[config.mk]
export PLATFORM = sky130hd
export DESIGN_NAME = ctr_qual_filter
export DESIGN_NICKNAME = d
export VERILOG_FILES = /design/src/rtl/ctr_qual_filter.sv
export SDC_FILE = /design/constraint.sdc
export NUM_CORES = 1
export LEC_CHECK = 0
export ABC_CLOCK_PERIOD_IN_PS = 2400
export BUFFER_PORTS_ARGS = -buffer_cell sky130_fd_sc_hd__buf_2
export CORE_MARGIN = 8
export CORE_UTILIZATION = 37
export CTS_BUF_LIST = sky130_fd_sc_hd__clkbuf_4 sky130_fd_sc_hd__clkbuf_8
export CTS_CLUSTER_SIZE = 24
export DETAILED_ROUTE_END_ITERATION = 8
export PLACE_DENSITY = 0.82
export SYNTH_ARGS = -nofsm -noshare
export SYNTH_HDL_FRONTEND = slang
export SYNTH_SLANG_ARGS = --single-unit
[constraint.sdc]
create_clock -name clk -period 2.4 [get_ports clk]
set_input_delay 0.12 -clock clk [delete_from_list [all_inputs] [get_ports clk]]
set_output_delay 0.12 -clock clk [all_outputs]
set_load 0.01 [all_outputs]
[src/rtl/ctr_qual_filter.sv]
module ctr_qual_filter #(
  parameter int CAUSE_W     = 6,
  parameter int BKPT_CAUSE  = 3,
  parameter int LCOFI_CAUSE = 13
) (
  input  logic               clk,
  input  logic               rst_n,
  input  logic               valid_i,
  input  logic [2:0]         kind_i,
  input  logic [4:0]         rd_i,
  input  logic [4:0]         rs1_i,
  input  logic [1:0]         src_priv_i,
  input  logic [1:0]         tgt_priv_i,
  input  logic [CAUSE_W-1:0] cause_i,
  input  logic               debug_i,
  input  logic               frozen_i,
  input  logic [63:0]        ctl_i,
  output logic               rec_o,
  output logic [3:0]         type_o,
  output logic               src_zero_o,
  output logic               tgt_zero_o,
  output logic               freeze_o,
  output logic [1:0]         cmd_o
);
  localparam logic [1:0] PM_U = 2'd0, PM_S = 2'd1, PM_M = 2'd3;
  localparam logic [1:0] CMD_PUSH = 2'd0, CMD_POP = 2'd1, CMD_OVWR = 2'd2;

  logic ctl_unused;
  assign ctl_unused = ^{ctl_i[63:48], ctl_i[31:13], ctl_i[10], ctl_i[6:3]};

  logic src_en, tgt_en, rd_lk, rs1_lk, is_trap, is_tret, frz_hit, ext_ok, inh;
  logic [3:0] typ;

  assign src_en = (src_priv_i == PM_U && ctl_i[0]) || (src_priv_i == PM_S && ctl_i[1]) ||
                  (src_priv_i == PM_M && ctl_i[2]);
  assign tgt_en = (tgt_priv_i == PM_U && ctl_i[0]) || (tgt_priv_i == PM_S && ctl_i[1]) ||
                  (tgt_priv_i == PM_M && ctl_i[2]);
  assign rd_lk  = (rd_i == 5'd1) || (rd_i == 5'd5);
  assign rs1_lk = (rs1_i == 5'd1) || (rs1_i == 5'd5);
  assign is_trap = (kind_i == 3'd0) || (kind_i == 3'd1);
  assign is_tret = (kind_i == 3'd2);
  assign frz_hit = (kind_i == 3'd0 && cause_i == CAUSE_W'(BKPT_CAUSE) && ctl_i[11]) ||
                   (kind_i == 3'd1 && cause_i == CAUSE_W'(LCOFI_CAUSE) && ctl_i[12]);
  assign ext_ok = (tgt_priv_i == PM_M) ? (ctl_i[9] && (src_priv_i != PM_U || ctl_i[8])) :
                  (tgt_priv_i == PM_S) ? ctl_i[8] : 1'b0;

  always_comb begin
    case (kind_i)
      3'd0: typ = 4'd1;
      3'd1: typ = 4'd2;
      3'd2: typ = 4'd3;
      3'd3: typ = 4'd5;
      3'd4: typ = 4'd4;
      3'd5: typ = (rd_i == 5'd0) ? 4'd11 : (rd_lk ? 4'd9 : 4'd15);
      3'd6: begin
        if (rd_lk && rs1_lk && rd_i != rs1_i) typ = 4'd12;
        else if (rd_lk)                       typ = 4'd8;
        else if (rs1_lk)                      typ = 4'd13;
        else if (rd_i == 5'd0)                typ = 4'd10;
        else                                  typ = 4'd14;
      end
      default: typ = 4'd0;
    endcase
  end

  assign inh = (typ == 4'd4) ? !ctl_i[36] : ctl_i[{2'b10, typ}];

  logic rec_n, sz_n, tz_n;
  logic [1:0] cmd_n;

  always_comb begin
    rec_n = 1'b0;
    sz_n  = 1'b0;
    tz_n  = 1'b0;
    cmd_n = CMD_PUSH;
    if (valid_i && kind_i != 3'd7 && !frozen_i && !debug_i && !frz_hit) begin
      if (ctl_i[7]) begin
        if (src_en) begin
          case (typ)
            4'd8, 4'd9: rec_n = 1'b1;
            4'd13: begin rec_n = 1'b1; cmd_n = CMD_POP; end
            4'd12: begin rec_n = 1'b1; cmd_n = CMD_OVWR; end
            default: rec_n = 1'b0;
          endcase
        end
      end else if (is_trap) begin
        if (tgt_en) begin
          rec_n = !inh;
          sz_n  = !src_en;
        end else if (src_en) begin
          rec_n = ext_ok;
          tz_n  = 1'b1;
        end
      end else if (is_tret) begin
        rec_n = src_en && !inh;
        tz_n  = !tgt_en;
      end else begin
        rec_n = src_en && !inh;
      end
    end
  end

  always_ff @(posedge clk) begin
    if (!rst_n) begin
      rec_o      <= 1'b0;
      type_o     <= 4'd0;
      src_zero_o <= 1'b0;
      tgt_zero_o <= 1'b0;
      freeze_o   <= 1'b0;
      cmd_o      <= CMD_PUSH;
    end else begin
      rec_o      <= rec_n;
      type_o     <= rec_n ? typ : 4'd0;
      src_zero_o <= rec_n && sz_n;
      tgt_zero_o <= rec_n && tz_n;
      freeze_o   <= valid_i && !debug_i && frz_hit;
      cmd_o      <= rec_n ? cmd_n : CMD_PUSH;
    end
  end

  a_r11_rec_follows_valid: assert property (@(posedge clk) disable iff (!rst_n)
    rec_o |-> $past(valid_i));
  a_r10_blocked_no_rec: assert property (@(posedge clk) disable iff (!rst_n)
    rec_o |-> $past(!frozen_i && !debug_i));
  a_r8_freeze_not_recorded: assert property (@(posedge clk) disable iff (!rst_n)
    freeze_o |-> !rec_o);
  a_r1_type_legal: assert property (@(posedge clk) disable iff (!rst_n)
    rec_o |-> (type_o != 4'd0 && type_o != 4'd6 && type_o != 4'd7));
  a_r9_pop_is_return: assert property (@(posedge clk) disable iff (!rst_n)
    (rec_o && cmd_o == CMD_POP) |-> type_o == 4'd13);
  a_r5_src_zero_on_trap: assert property (@(posedge clk) disable iff (!rst_n)
    src_zero_o |-> (rec_o && (type_o == 4'd1 || type_o == 4'd2)));
  a_r7_tgt_zero_on_trap_or_ret: assert property (@(posedge clk) disable iff (!rst_n)
    tgt_zero_o |-> (rec_o && type_o inside {4'd1, 4'd2, 4'd3}));
  a_r11_one_cycle_pulse: assert property (@(posedge clk) disable iff (!rst_n)
    (rec_o && !$past(valid_i, 1)) |-> 1'b0);
endmodule

==> results of run 1 <==
==> flip-flops by register name, indices dropped and copies added (netlist names) <==
| name | flops |
|---|---|
| cmd_o | 2 |
| rec_o | 1 |
| type_o | 4 |
| src_zero_o | 1 |
| freeze_o | 1 |
| tgt_zero_o | 1 |
==> area by class of cell <==
| class | instances | area, µm² | area share [%] |
|---|---|---|---|
| Tap cell | 31 | 38.8 | 2.76 |
| Inverter | 5 | 18.8 | 1.33 |
| Multi-Input combinational cell | 107 | 762 | 54.2 |
| Clock buffer | 4 | 36.3 | 2.58 |
| Timing Repair Buffer | 67 | 350 | 24.9 |
| Sequential cell | 10 | 200 | 14.2 |
==> power by group <==
| part | total (mW) | internal, mW | switching, mW |
|---|---|---|---|
| clock network | 0.148 | 0.0920 | 0.0558 |
| registers | 0.167 | 0.167 | 0.000141 |
| logic | 0.178 | 0.0855 | 0.0923 |
==> final timing paths <==
kind              startpoint         end  slack, ns  depth (start not counted)
setup / recovery    rs1_i[1]   type_o[3]       0.51                          8
hold / removal      ctl_i[7]  tgt_zero_o       0.06                          2
==> kinds of logic after synthesis <==
family,Yosys count
buffers and inverters,11
multiplexers,4
AND/OR/NAND/NOR,60
XOR/XNOR,4
AO/OA/AOI/OAI,39
flip-flops,10
==> worst max-delay path, cell delays in order <==
cell     delay, ns
buf_2         0.12
or4b_4        0.58
o31ai_4       0.24
nor2_2        0.10
mux2i_1       0.13
a211o_2       0.38
a31oi_4       0.27
nor4_1        0.11
==> per-layer routing <==
layer / global-route usage, % / up-vias
met5: 0 / -
met4: 2.51 / 0
met3: 6.14 / 0
met2: 22.3 / 42
met1: 15.2 / 518
li1: - / 630
==> per-stage QoR <==
stage               instance area, µm²  hold slack [ns]
floorplan                         1040            0.198
global placement                  1370            0.328
detailed placement                1370            0.337
CTS                               1410           0.0497
global route                      1410           0.0641
finish                            1410           0.0625
==> synthesized netlist by cell type (2+ instances only) <==
| library cell | instances |
|---|---|
| nand3_1 | 6 |
| xor2_1 | 2 |
| mux2_2 | 2 |
| clkbuf_8 | 2 |
| buf_2 | 2 |
| nor2_1 | 9 |
| a22oi_1 | 3 |
| nor4_1 | 7 |
| a21oi_1 | 4 |
| dfxtp_1 | 10 |
| nor2b_1 | 4 |
| nand2_1 | 10 |
| xnor2_1 | 2 |
| nand2b_1 | 4 |
| mux2i_1 | 2 |
| o22ai_1 | 4 |
| nor3b_1 | 2 |
| nor4b_1 | 4 |
| nor3_1 | 3 |
| o21ai_0 | 7 |
| inv_1 | 5 |
| a31oi_1 | 2 |
==> results_dict.tcl, run 1 <==
set metrics [dict create \
    rsz0062_at_grt "no" \
    slew_viol_final 0 \
    netlist_area_um2 1040 \
    route.met2.wl_um 1400 \
    min_path_type "input pin to register" \
    setup_ws_ns 0.506 \
    place_hpwl_um 2660 \
    ant_nets 0 \
    criticalPathCategory "input pin to register" \
    clock.fmax_mhz 528 \
    worst_ep_arrival_time_ns 2.03 \
    final_nets 286 \
    diodes 0 \
    yosys.area.top_type_share_pct 19.3 \
    std_cell_rows 19 \
    pre_cts_slack_ns 0.235 \
    die-area_um2 4750 \
    vias 1190 \
    synth-simple-area-share_pct 34.8 \
    fin_crit_sh_pct 78.9 \
    totalNegativeSetupSlack_ns 0 \
    htree_levels 1 \
    grt_usage_pct 13.3 \
    synth_flop_cell "dfxtp_1" \
    dr.pass1.iters 4 \
    cts_buffer_depth 2 \
    status "finished clean" \
    wl_met3_um 339 \
    ctsResizeCount 0 \
    ir_worst_vdd_mv 0.402 \
    syn_nets 220 \
    root_buffer "clkbuf_4" \
    ys_types 54 \
    drt-total-wl_um 3080 \
    m1WireLength_um 1340 \
    yosys_warnings 0 \
    setup_viol 0 \
    hold_violations 0 \
    netlist_top_cells_area "dfxtp_1 19%, nor4_1 4.2%, nand2_1 3.6%" \
    grt_pass1_vias 1155 \
    synth_compound_area_share_pct 31.3 \
    grt_max_degree 20 \
    grt_pass1_wl_um 4910 \
    start_util_pct 38.2 \
    area_growth_pct 35.7 \
    drc 0 \
    path_clk_slew_ns 0.06 \
    cts_setup_buffers 0 \
    syn_area_per_cell_um2 8.09 \
    die_w_um 68.9 \
    core_area_um2 2710 \
    p_leak_nw 0.627 \
    final_common_cell "buf_2" \
    synth-edff-count 0 \
    wl_per_cell_um 13.8 \
    fin_crit_ns 1.89 \
    synth_top_family_by_area "simple AND/OR/NAND/NOR gates" \
    syn_inst 128 \
    finalPower_mw 0.492 \
    synth.area.mux_share_pct 4.11 \
    crit_path_max_fanout 6 \
    port_buffers 61 \
    first_iter_violations 36 \
    max_slew_margin_pct 63.3 \
    mostFrequentLayoutCells "61 x buf_2, 10 x nand2_1, 10 x dfxtp_1" \
    p_per_area_nw_per_um2 350 \
    cts_tree "done" \
    cp-end-kind "register" \
    gr-total-overflow 0 \
    antenna_found_initial 0 \
    ys_seq_area_share_pct 19.3 \
    synth_xor_xnor_area_share_pct 3.38 \
    die_y_um 68.9 \
    synth_area_leader_cell "dfxtp_1" \
    worstMarginPinSlew_ns 0.544 \
    final_util_pct 51.9 \
    synth-adder-area-share_pct 0 \
    routed.top_layer "met3" \
    drive_gt1_share_pct 43.5 \
    io_pins 102 \
    cts_buffers 3 \
    fin_cells 224 \
    fillers 276 \
    clock-sinks 10 \
    dp_cells 220 \
    synth-seq-cells 10 \
    maxCapViolations 0 \
    ys_async_sr_fraction_pct 0 \
    post_drt_via_cell_ratio 5.31 \
    start_kind "input pin" \
    cp.required_ns 2.54 \
    ctsHoldBuffers 0 \
    gp_congestion 0.850 \
]
Note: power is estimated with default switching activity, not from simulation.
==> run 2: changes to the inputs <==
==> config.mk (replaced) <==
export PLATFORM = sky130hd
export DESIGN_NAME = ctr_qual_filter
export DESIGN_NICKNAME = d
export VERILOG_FILES = /design/src/rtl/ctr_qual_filter.sv
export SDC_FILE = /design/constraint.sdc
export NUM_CORES = 1
export LEC_CHECK = 0
export ABC_AREA = 1
export ABC_CLOCK_PERIOD_IN_PS = 1780
export BUFFER_PORTS_ARGS = -buffer_cell sky130_fd_sc_hd__buf_2
export CORE_MARGIN = 8
export CORE_UTILIZATION = 36
export CTS_BUF_LIST = sky130_fd_sc_hd__clkbuf_4 sky130_fd_sc_hd__clkbuf_8
export CTS_CLUSTER_SIZE = 24
export DETAILED_ROUTE_END_ITERATION = 8
export PLACE_DENSITY = 0.81
export SYNTH_ARGS = -nofsm -noshare
export SYNTH_HDL_FRONTEND = slang
export SYNTH_SLANG_ARGS = --single-unit
==> constraint.sdc (replaced) <==
create_clock -name clk -period 1.78 [get_ports clk]
set_input_delay 0.089 -clock clk [delete_from_list [all_inputs] [get_ports clk]]
set_output_delay 0.089 -clock clk [all_outputs]
set_load 0.01 [all_outputs]
==> results_dict.tcl, run 2 <==
set metrics [dict create \
    grt_pass1_wl_um 4620 \
    grt_max_degree 11 \
    grt_pass1_vias 1130 \
    htree_levels 1 \
    cp-end-kind "register" \
    criticalPathCategory "input pin to register" \
    ys_seq_area_share_pct 20.0 \
    use_met3_pct 3.23 \
    synth_most_common_cell "inv_1" \
    worstMarginPinSlew_ns 0.559 \
    synth_area_leader_cell "dfxtp_1" \
    hold_violations 0 \
    fin_crit_sh_pct 83.1 \
    path_clk_slew_ns 0.06 \
    clock.fmax_mhz 676 \
    netlist_area_um2 1000 \
    core_area_um2 2690 \
    p_per_area_nw_per_um2 475 \
    synthTopCellsByCount "34 x inv_1, 33 x nand2_1, 30 x nand3_1" \
    gp_congestion 0.823 \
    min_path_type "input pin to register" \
    ant_nets 0 \
    grt_busiest_layer "met2" \
    fin_crit_ns 1.48 \
    cts_buffers 3 \
    maxCapViolations 0 \
    first_iter_violations 34 \
    ctsHoldBuffers 0 \
    std_cell_rows 19 \
    area_growth_pct 38.8 \
    antenna_found_initial 0 \
    mostFrequentLayoutCells "61 x buf_2, 34 x inv_1, 33 x nand2_1" \
    vias 1244 \
    drive_gt1_share_pct 36.8 \
    root_buffer "clkbuf_4" \
    reg_top3 "type_o (4), cmd_o (2)" \
    start_kind "input pin" \
    drt-total-wl_um 2800 \
    cts_tree "done" \
    synth-edff-count 0 \
    cts_setup_buffers 0 \
    ys_async_sr_fraction_pct 0 \
    io_pins 102 \
    totalNegativeSetupSlack_ns 0 \
    final_util_pct 51.7 \
    syn_area_per_cell_um2 5.78 \
    max_slew_margin_pct 62.4 \
    largest_reg_flops 4 \
    rsz0062_at_grt "no" \
    p_leak_nw 0.822 \
    ys_types 22 \
    final_nets 332 \
    place_hpwl_um 2480 \
    finalPower_mw 0.660 \
    setup_viol 0 \
    diodes 0 \
    gr-usage-met2_pct 21.0 \
    pre_cts_slack_ns 0.0225 \
    grt_usage_pct 12.5 \
    start_util_pct 37.2 \
    crit_path_max_fanout 10 \
    ctsResizeCount 0 \
    fin_cells 270 \
    synth_flop_cell "dfxtp_1" \
    port_buffers 61 \
    yosys_warnings 0 \
    clock-sinks 10 \
    worst_ep_arrival_time_ns 1.68 \
    ir_worst_vdd_mv 0.342 \
    drc 0 \
    dp_cells 266 \
    netlist_top_cells_area "dfxtp_1 20%, nand3_1 15%, inv_1 13%" \
    die_w_um 68.7 \
    synth-seq-cells 10 \
    wl_per_cell_um 10.4 \
    cp.required_ns 1.98 \
    gr-total-overflow 0 \
    die_y_um 68.7 \
    yosys.area.top_type_share_pct 20.0 \
    syn_nets 265 \
    post_drt_via_cell_ratio 4.61 \
    dr.pass1.iters 4 \
    largest_register "type_o" \
    cts_buffer_depth 2 \
    die-area_um2 4720 \
    grt_util_met1_pct 14.9 \
    status "finished clean" \
    final_common_cell "buf_2" \
    setup_ws_ns 0.301 \
    syn_inst 173 \
    slew_viol_final 0 \
]
## run 2: cell types whose count changed in the layout (fill, tap and decap cells not counted), moves of 5 or more
cell	delta
buf_4	-5
nand3b_1	+5
nor2_1	+12
nand3_1	+24
nor4_1	-5
nand2_1	+23
inv_1	+29
## run 2: area by class of cell
type	instances	area, µm²
clock buffers	4	36.3
fillers	293	1300
inverters	40	155
multi-input cells	123	644
flip-flops and latches	10	200
well taps	31	38.8
repair buffers	62	313
## run 2: path summary, 6_finish.rpt
check	start	endpoint	depth (start not counted)
setup / recovery	rs1_i[1]	type_o[3]	18
hold / removal	rst_n	freeze_o	3
## run 2: cells by family (layout without fill, tap and decap cells)
group	Yosys count	count (layout)	share of synthesized area (%)
DFF	10	10	20.0
buffers and inverters	40	106	15.5
and+or+nand+nor	111	111	56.9
AOI/OAI and AO/OA	12	12	7.51
## run 2: where the power goes
group	internal [mW]	total (mW)	switching, mW
clock	0.124	0.199	0.0744
combinational	0.102	0.236	0.135
sequential	0.225	0.225	0.000198
total	0.451	0.660	0.209
## run 2: critical path, stage by stage
cell and delay, ns:
buf_2 0.11, inv_2 0.06, nand2_1 0.06, nor2_2 0.15
nand3_2 0.10, nand2_4 0.15, nand2_8 0.09, nand2_1 0.07
nand2_1 0.04, nand2_1 0.05, nand3_1 0.06, nand3_1 0.11
nand3_1 0.08, nand2_1 0.07, nand2_1 0.06, nand2_2 0.08
nand3_2 0.11, nor2_1 0.14
## run 2: per-stage QoR
stage	instance area [µm²]	hold WS, ns
global placement	1350	0.381
CTS	1390	0.106
finish	1390	0.114
floorplan	1000	0.256
detailed placement	1350	0.390
global route	1390	0.112
## run 2: layer usage
layer | routed length, µm | part of all wire [%]
met1 | 1210 | 43
met4 | 36 | 1.3
met3 | 264 | 9.4
met5 | 0 | 0
met2 | 1290 | 46
==> run 3: changes to the inputs <==
==> config.mk (replaced) <==
export PLATFORM = sky130hd
export DESIGN_NAME = ctr_qual_filter
export DESIGN_NICKNAME = d
export VERILOG_FILES = /design/src/rtl/ctr_qual_filter.sv
export SDC_FILE = /design/constraint.sdc
export NUM_CORES = 1
export LEC_CHECK = 0
export ABC_AREA = 0
export ABC_CLOCK_PERIOD_IN_PS = 1500
export BUFFER_PORTS_ARGS = -buffer_cell sky130_fd_sc_hd__buf_2
export CORE_MARGIN = 8
export CORE_UTILIZATION = 37
export CTS_BUF_LIST = sky130_fd_sc_hd__clkbuf_4 sky130_fd_sc_hd__clkbuf_8
export CTS_CLUSTER_SIZE = 24
export DETAILED_ROUTE_END_ITERATION = 8
export PLACE_DENSITY = 0.82
export SYNTH_ARGS = -nofsm -noshare
export SYNTH_HDL_FRONTEND = slang
export SYNTH_SLANG_ARGS = --single-unit
==> constraint.sdc (replaced) <==
create_clock -name clk -period 1.5 [get_ports clk]
set_input_delay 0.075 -clock clk [delete_from_list [all_inputs] [get_ports clk]]
set_output_delay 0.075 -clock clk [all_outputs]
set_load 0.01 [all_outputs]
==> results_dict.tcl, run 3 (same netlist as run 1, synthesis figures left out) <==
set metrics [dict create \
    status "complete, but fails checks" \
    violations "negative setup slack" \
    final_nets 332 \
    fin_crit_sh_pct 123 \
    netSwitchingFraction_pct 31.7 \
    power_frac_seq_pct 28.3 \
    setup_viol 9 \
    pwr-share-comb_pct 45.2 \
    p_leak_nw 0.879 \
    cts_buffer_depth 2 \
    diodes 0 \
    final_common_cell "buf_2" \
    p_clk_share_pct 26.6 \
    post_drt_via_cell_ratio 5.31 \
    p_per_area_nw_per_um2 499 \
    clock.fmax_mhz 542 \
    gp_congestion 0.885 \
    crit_path_max_fanout 6 \
    htree_levels 1 \
    maxCapViolations 0 \
    core_area_um2 2710 \
    wl_per_cell_um 15.2 \
    std_cell_rows 19 \
    gr-total-overflow 0 \
    mostFrequentLayoutCells "57 x buf_2, 50 x buf_4, 10 x nand2_1, 10 x dfxtp_1, 8 x nor2_1" \
    grt_pass1_vias 1451 \
    p_int_mw 0.644 \
    vias 1434 \
    max_slew_margin_pct 62.1 \
    crit_chain "buf_6, or4b_4, o31a_4, a21boi_2, a211oi_2, a211o_2, a31oi_4, nor4_1" \
    min_path_type "input pin to register" \
    cts_tree "done" \
    place_hpwl_um 3160 \
    largest_reg_flops 4 \
    dp_cells 262 \
    io_pins 102 \
    pre_cts_slack_ns -0.604 \
    antenna_found_initial 0 \
    fin_crit_ns 1.84 \
    finalPower_mw 0.943 \
    rsz0062_at_grt "yes" \
    cts_buffers 3 \
    start_kind "input pin" \
    fin_cells 270 \
    setup_ws_ns -0.345 \
    path_clk_slew_ns 0.06 \
    port_buffers 61 \
    ant_nets 0 \
    largest_register "type_o" \
    slew_viol_final 0 \
    switchingPower_mw 0.299 \
    worst_ep_arrival_time_ns 2.00 \
    root_buffer "clkbuf_4" \
    grt_pass1_wl_um 6000 \
    hold_slack_ns 0.125 \
    drive_gt1_share_pct 59.8 \
    hold_violations 0 \
    criticalPathCategory "input pin to register" \
    die_w_um 68.9 \
    slowest_delay_ns 0.57 \
    dr.pass1.iters 4 \
    cp-end-kind "register" \
    grt_usage_pct 16.2 \
    die-area_um2 4750 \
    drc 0 \
    start_util_pct 38.2 \
    clock-sinks 10 \
    die_y_um 68.9 \
    drt-total-wl_um 4100 \
    cpMaxStageDelayCell "or4b_4" \
    grt_max_degree 11 \
    totalNegativeSetupSlack_ns -2.22 \
    ir_worst_vdd_mv 0.852 \
    reg_top3 "type_o (4), cmd_o (2)" \
    first_iter_violations 51 \
    cp.required_ns 1.66 \
    worstMarginPinSlew_ns 0.567 \
    area_growth_pct 82.6 \
]
## run 3: power groups by stage
| stage | clock, mW | combinational, mW | sequential [mW] |
|---|---|---|---|
| final | 0.251 | 0.426 | 0.267 |
| after global routing | 0.276 | 0.460 | 0.267 |
| after CTS | 0.257 | 0.390 | 0.267 |
| after detailed placement | 0 | 0.375 | 0.273 |
| after global placement | 0 | 0.366 | 0.273 |
| after floorplan | 0 | 0.178 | 0.274 |
## run 3: repair_timing
action,CTS,global route
endpoints found under the hold margin,1,0
pin swaps,2,14
setup endpoints to repair,9,9
gates resized for setup,7,17
hold buffers,1,0
setup buffers,1,2
## run 3: layout make-up
cell class | count | area [µm²]
clock buffer | 4 | 36.3
fill | 238 | 818
inverter | 5 | 18.8
multi-input combinational | 107 | 871
sequential | 10 | 200
tap | 31 | 38.8
timing repair buffer | 113 | 727
## run 3: final timing paths
kind,cells past startpoint,start,slack (ns),to
max,8,rs1_i[4],-0.34,type_o[3]
min,2,rst_n,0.12,freeze_o
## run 3: worst max-delay path: cells and delay by family
family / cells / cell delay, ns
simple gates: 2 / 0.66
compound gates: 5 / 1.18
buf+inv: 1 / 0.09
## run 3: stage by stage
step                util [%]  area, µm²
floorplan                  -       1050
global placement        62.5       1690
detailed placement      62.5       1690
CTS                     65.9       1790
global route            69.8       1890
finish                  69.8       1890
## run 3: layer usage
metal	up-vias	global-route usage, %	share of wire [%]
li1	724	-	-
met1	655	16.3	36
met2	47	31.4	55
met3	8	5.49	7.1
met4	0	3.01	1.2
met5	-	0	0
